[src/rtl/tri_ptr_agen_pkg.sv]
package tri_ptr_agen_pkg;
  localparam int unsigned PTR_W  = 9;
  localparam int unsigned IDX_W  = 9;
  localparam int unsigned CODE_W = 2;
  localparam int unsigned OFS_W  = 4;
  localparam int unsigned MODE_W = 3 * CODE_W + OFS_W;
  localparam int unsigned NPTR   = 3;

  typedef enum logic [CODE_W-1:0] {
    AM_DIRECT   = 2'b00,
    AM_PRE_KEEP = 2'b01,
    AM_PRE_UPD  = 2'b10,
    AM_POST_UPD = 2'b11
  } am_code_e;

  typedef struct packed {
    logic [PTR_W-1:0] ea;
    logic [PTR_W-1:0] wb;
    logic             upd;
  } ptr_res_t;

  // magnitude of a signed-table step, bits 2:0 of the offset field
  function automatic logic [PTR_W-1:0] step_mag(input logic [2:0] sel);
    logic [PTR_W-1:0] m;
    unique case (sel)
      3'd1:    m = PTR_W'(1);
      3'd2:    m = PTR_W'(2);
      3'd3:    m = PTR_W'(4);
      3'd4:    m = PTR_W'(16);
      default: m = '0;
    endcase
    return m;
  endfunction

  // apply an addressing code to one pointer
  function automatic ptr_res_t eval_ptr(input am_code_e code,
                                        input logic [PTR_W-1:0] ptr,
                                        input logic [PTR_W-1:0] step);
    ptr_res_t r;
    logic [PTR_W-1:0] moved;
    moved = ptr + step;
    r.upd = (code == AM_PRE_UPD) || (code == AM_POST_UPD);
    r.wb  = r.upd ? moved : ptr;
    r.ea  = ((code == AM_PRE_KEEP) || (code == AM_PRE_UPD)) ? moved : ptr;
    return r;
  endfunction
endpackage

[src/rtl/tri_ptr_step_decode.sv]
module tri_ptr_step_decode
  import tri_ptr_agen_pkg::*;
#(
  parameter bit STEP_TBL = 1'b0
) (
  input  logic [OFS_W-1:0] ofs_field,
  output logic [PTR_W-1:0] step
);
  generate
    if (STEP_TBL) begin : g_signed
      logic [PTR_W-1:0] mag;
      always_comb begin
        mag  = step_mag(ofs_field[2:0]);
        step = ofs_field[OFS_W-1] ? (~mag + PTR_W'(1)) : mag;
      end
    end else begin : g_raw
      assign step = PTR_W'(ofs_field);
    end
  endgenerate
endmodule

[src/rtl/tri_ptr_unit.sv]
module tri_ptr_unit
  import tri_ptr_agen_pkg::*;
(
  input  logic [CODE_W-1:0] code,
  input  logic [PTR_W-1:0]  ptr,
  input  logic [PTR_W-1:0]  step,
  output ptr_res_t          res
);
  always_comb res = eval_ptr(am_code_e'(code), ptr, step);
endmodule

[src/rtl/tri_ptr_wb_arb.sv]
module tri_ptr_wb_arb
  import tri_ptr_agen_pkg::*;
(
  input  logic [NPTR-1:0]            upd_req,
  input  logic [NPTR-1:0][IDX_W-1:0] idx,
  output logic [NPTR-1:0]            upd_gnt
);
  // slot 2 = C (highest), 1 = B, 0 = A
  always_comb begin
    for (int i = 0; i < NPTR; i++) begin
      upd_gnt[i] = upd_req[i];
      for (int j = i + 1; j < NPTR; j++) begin
        if (upd_req[j] && (idx[j] == idx[i])) upd_gnt[i] = 1'b0;
      end
    end
  end
endmodule

[src/rtl/tri_ptr_agen.sv]
module tri_ptr_agen
  import tri_ptr_agen_pkg::*;
#(
  parameter bit STEP_TBL = 1'b0
) (
  input  logic              clk,
  input  logic              rst_n,
  input  logic              req_valid,
  input  logic [MODE_W-1:0] mode_word,
  input  logic [PTR_W-1:0]  ptr_a,
  input  logic [PTR_W-1:0]  ptr_b,
  input  logic [PTR_W-1:0]  ptr_c,
  input  logic [IDX_W-1:0]  idx_a,
  input  logic [IDX_W-1:0]  idx_b,
  input  logic [IDX_W-1:0]  idx_c,
  output logic              out_valid,
  output logic [PTR_W-1:0]  ea_a,
  output logic [PTR_W-1:0]  ea_b,
  output logic [PTR_W-1:0]  ea_c,
  output logic [PTR_W-1:0]  wb_a,
  output logic [PTR_W-1:0]  wb_b,
  output logic [PTR_W-1:0]  wb_c,
  output logic              wb_en_a,
  output logic              wb_en_b,
  output logic              wb_en_c
);
  localparam int unsigned CODE_LSB = OFS_W;

  logic [PTR_W-1:0]            step;
  logic [NPTR-1:0][PTR_W-1:0]  ptr_v;
  logic [NPTR-1:0][IDX_W-1:0]  idx_v;
  ptr_res_t [NPTR-1:0]         res_v;
  logic [NPTR-1:0]             upd_req;
  logic [NPTR-1:0]             upd_gnt;

  assign ptr_v = {ptr_c, ptr_b, ptr_a};
  assign idx_v = {idx_c, idx_b, idx_a};

  tri_ptr_step_decode #(.STEP_TBL(STEP_TBL)) u_step (
    .ofs_field (mode_word[OFS_W-1:0]),
    .step      (step)
  );

  // slot k takes code field k: A at top (k=0), C just above offset (k=2)
  generate
    for (genvar k = 0; k < NPTR; k++) begin : g_ptr
      localparam int unsigned LSB = CODE_LSB + (NPTR - 1 - k) * CODE_W;
      tri_ptr_unit u_unit (
        .code (mode_word[LSB +: CODE_W]),
        .ptr  (ptr_v[k]),
        .step (step),
        .res  (res_v[k])
      );
      assign upd_req[k] = res_v[k].upd;
    end
  endgenerate

  tri_ptr_wb_arb u_arb (
    .upd_req (upd_req),
    .idx     (idx_v),
    .upd_gnt (upd_gnt)
  );

  always_ff @(posedge clk) begin
    if (!rst_n) begin
      out_valid <= 1'b0;
      ea_a <= '0; ea_b <= '0; ea_c <= '0;
      wb_a <= '0; wb_b <= '0; wb_c <= '0;
      wb_en_a <= 1'b0; wb_en_b <= 1'b0; wb_en_c <= 1'b0;
    end else begin
      out_valid <= req_valid;
      ea_a <= res_v[0].ea;
      ea_b <= res_v[1].ea;
      ea_c <= res_v[2].ea;
      wb_a <= res_v[0].wb;
      wb_b <= res_v[1].wb;
      wb_c <= res_v[2].wb;
      wb_en_a <= req_valid & upd_gnt[0];
      wb_en_b <= req_valid & upd_gnt[1];
      wb_en_c <= req_valid & upd_gnt[2];
    end
  end
endmodule

[config.mk]
export PLATFORM = sky130hd
export DESIGN_NAME = tri_ptr_agen
export DESIGN_NICKNAME = d
export VERILOG_FILES = /design/src/rtl/tri_ptr_agen_pkg.sv /design/src/rtl/tri_ptr_step_decode.sv /design/src/rtl/tri_ptr_unit.sv /design/src/rtl/tri_ptr_wb_arb.sv /design/src/rtl/tri_ptr_agen.sv
export SDC_FILE = /design/constraint.sdc
export NUM_CORES = 1
export LEC_CHECK = 0
export BUFFER_PORTS_ARGS = -buffer_cell sky130_fd_sc_hd__buf_2
export CAP_MARGIN = 20
export CELL_PAD_IN_SITES_DETAIL_PLACEMENT = 1
export CELL_PAD_IN_SITES_GLOBAL_PLACEMENT = 2
export CORE_MARGIN = 4
export CORE_UTILIZATION = 29
export DETAILED_ROUTE_END_ITERATION = 12
export PLACE_DENSITY = 0.91
export SLEW_MARGIN = 40
export SYNTH_ARGS = -nofsm -noshare
export SYNTH_HDL_FRONTEND = slang
export SYNTH_HIERARCHICAL = 1
export SYNTH_SLANG_ARGS = --single-unit
[constraint.sdc]
create_clock -name clk -period 2.9 [get_ports clk]
set_input_delay 0.58 -clock clk [delete_from_list [all_inputs] [get_ports clk]]
set_output_delay 0.58 -clock clk [all_outputs]
set_load 0.1 [all_outputs]
==> metrics.md <==
| Metric | Value |
|---|---|
| Detail Route Antenna Nets | 0 |
| Core ar. | 0.0126 mm2 |
| Filler instances | 1547 |
| # diodes | 0 |
| Final wirelength | 11200 um |
| WL/cell | 15.1 um |
| Post-cts resize count | 0 |
| Critical path peak fanout | 3 |
| Crit path kind | primary input to register |
| Worst-path clk slew | 50 ps |
| Period minus WS final | 2170 ps |
| Pin count of the biggest net entering global routing | 59 |
| Hold buffer count at cts | 0 |
| Crit share post-route | 74.8% |
| F_max | 461 MHz |
| Clock tree root driver cell | clkbuf_16 |
| GRT overflow | 0 |
| CP required | 3120 ps |
| Setup-failing EPs final | 0 |
| DP HPWL | 8980 um |
| RSZ-0062 raised after global routing | no |
| Crit path cell chain | buf_2 -> ha_1 -> inv_1 -> fa_1 -> nor2b_1 -> o31a_1 -> o21a_1 -> o21a_1 -> o31ai_1 -> and2_2 |
| Final Util | 38.1% |
| Area growth syn-to-layout | 28.4% |
| Commonest non-fill, non-tap cells in the layout | 124 x buf_2, 58 x dfxtp_1, 55 x nand2_1 |
| Die Wd | 122 um |
| Vias/cell | 4.62 |
| Cell Count, Final, Fillers Out | 740 |
| CTS tree | done |
| Syn Area/Cell | 8.49 um2 |
| Top delay family on crit path | adder cells |
| Worst-margin pin slew | 562 ps |
| Crit path DAT | 2390 ps |
| Vias in the first global route | 3713 |
| Leading cell type in the layout, fill and taps excluded | buf_2 |
| Crit path buffers/inverters | 2 |
| Setup bufs post-CTS | 0 |
| DRC Markers | 0 |
| CP Launch Type | primary input |
| Crit path largest cell delay | 400 ps |
| Global-route wire length before repair | 18100 um |
| 1st-iter DRT viols | 131 |
| #FFs+latches synth | 58 |
| Final Max Slew Viols | 0 |
| Final GP Congestion | 0.839 |
| Nets@finish | 663 |
| Clk sinks | 58 |
| Die Y-Extent | 122 um |
| Layout cell share with drive strength beyond 1 | 31.2% |
| Total number of vias | 3422 |
| Overall Power | 0.00322 W |
| Cts bufs inserted | 9 |
| CTS Buffer Depth | 2 |
| Yosys top cell area share | 31.0% |
| Initial antenna violation count | 1 |
| Static leakage | 2.34 nW |
| Post-placement cell count | 723 |
| Yosys Warn Count | 6 |
| Site Rows | 41 |
| Status | complete, no violations |
| Synth Cell Area | 0.00374 mm2 |
| DIE AREA | 0.0148 mm2 |
| H-Tree Depth | 3 |
| Slowest CP cell | fa_1 |
| Setup total negative slack | 0 ps |
| Synth top area cells | dfxtp_1 31%, ha_1 10%, and2_1 6.7% |
| Dominant cell type by area after synthesis | dfxtp_1 |
| I/O pin cnt | 125 |
| Worst setup EP type | register |
| GRT Overall Usage | 15.7% |
| Yosys cell types | 32 |
| Slew HR | 62.6% |
| Number of max-cap violations | 0 |
| Seq/Total Area, Yosys | 31.0% |
| Max VDD drop | 0.260 mV |
| Starting Density | 29.7% |
| Power Density | 669 mW/mm2 |
| Most frequent CP cell | o21a_1 |
| Port bufs | 124 |
| Fin. Hold Viols | 0 |
| Number of detailed-route iterations in the first pass | 4 |
| Hold Crit Class | primary input to register |
| Cells after Synth | 441 |
==> power breakdown <==
part	leakage (nW)	switching [W]	internal, W	total (W)
registers	0.482	0.0000187	0.000880	0.000899
clock network	0.152	0.000357	0.000693	0.00105
logic	1.71	0.000938	0.000330	0.00127
total	2.34	0.00131	0.00190	0.00322
==> cells by family (layout without fill, tap and decap cells) <==
kind of cell | after synthesis | after routing | synth area share [%]
adder cells (fa/ha/maj) | 33 | 33 | 11.6
XOR/XNOR | 45 | 45 | 10.5
AO/OA/AOI/OAI | 85 | 85 | 13.4
buffers and inverters | 40 | 163 | 5.71
other | 1 | 5 | 0.100
AND/OR/NAND/NOR | 161 | 161 | 22.4
multiplexers | 18 | 18 | 5.21
flip-flops | 58 | 58 | 31.0
==> registers in the layout, summed over array words and instances, names as in the netlist, 9 cells and up <==
signal,flops
wb_b,9
wb_c,9
ea_a,9
ea_b,9
wb_a,9
ea_c,9
==> worst paths after layout <==
kind / endpoint / from / cells past startpoint / slack, ps
worst min-delay path: out_valid$_SDFF_PN0_ / req_valid / 2 / 500
worst max-delay path: ea_c[6]$_SDFF_PN0_ / mode_word[0] / 10 / 730
==> layer usage <==
| metal | vias to the layer above | global-route usage (%) | wire length [um] |
|---|---|---|---|
| met3 | 18 | 5.29 | 729 |
| met2 | 91 | 27.2 | 5390 |
| li1 | 1713 | - | - |
| met5 | - | 0 | 7 |
| met1 | 1598 | 17.9 | 4850 |
| met4 | 2 | 5.60 | 178 |
==> cells in the mapped netlist (all sizes together) <==
cell     n
a21o     3
clkbuf   9
a21oi   18
buf     13
nor2b    6
nand2   55
ha      30
and2    58
inv     18
o21ai   39
and3     4
fa       3
dfxtp   58
xnor2   20
mux2i    6
nor2    21
conb     1
o21a     9
nand4    4
xor2    25
o21bai   3
o31ai    6
mux2    12
nor4    10
o31a     4
nor3     3
a211oi   3
==> final cells by class <==
class / count / area [um2] / area share [%]
clock buffers: 15 / 298 / 6.19
clock inverters: 1 / 5.00 / 0.104
inverters: 18 / 67.6 / 1.41
multi-input cells: 347 / 2380 / 49.6
flip-flops and latches: 58 / 1160 / 24.1
well taps: 172 / 215 / 4.48
repair buffers: 129 / 678 / 14.1
==> per-stage QoR <==
step | setup WS [ps] | area (um2) | hold WS, ps
floorplan | 622 | 3760 | 716
global placement | 510 | 4480 | 837
detailed placement | 389 | 4480 | 847
CTS | 718 | 4780 | 498
global route | 577 | 4810 | 503
finish | 731 | 4810 | 504
(Power assumes the default switching activity.)
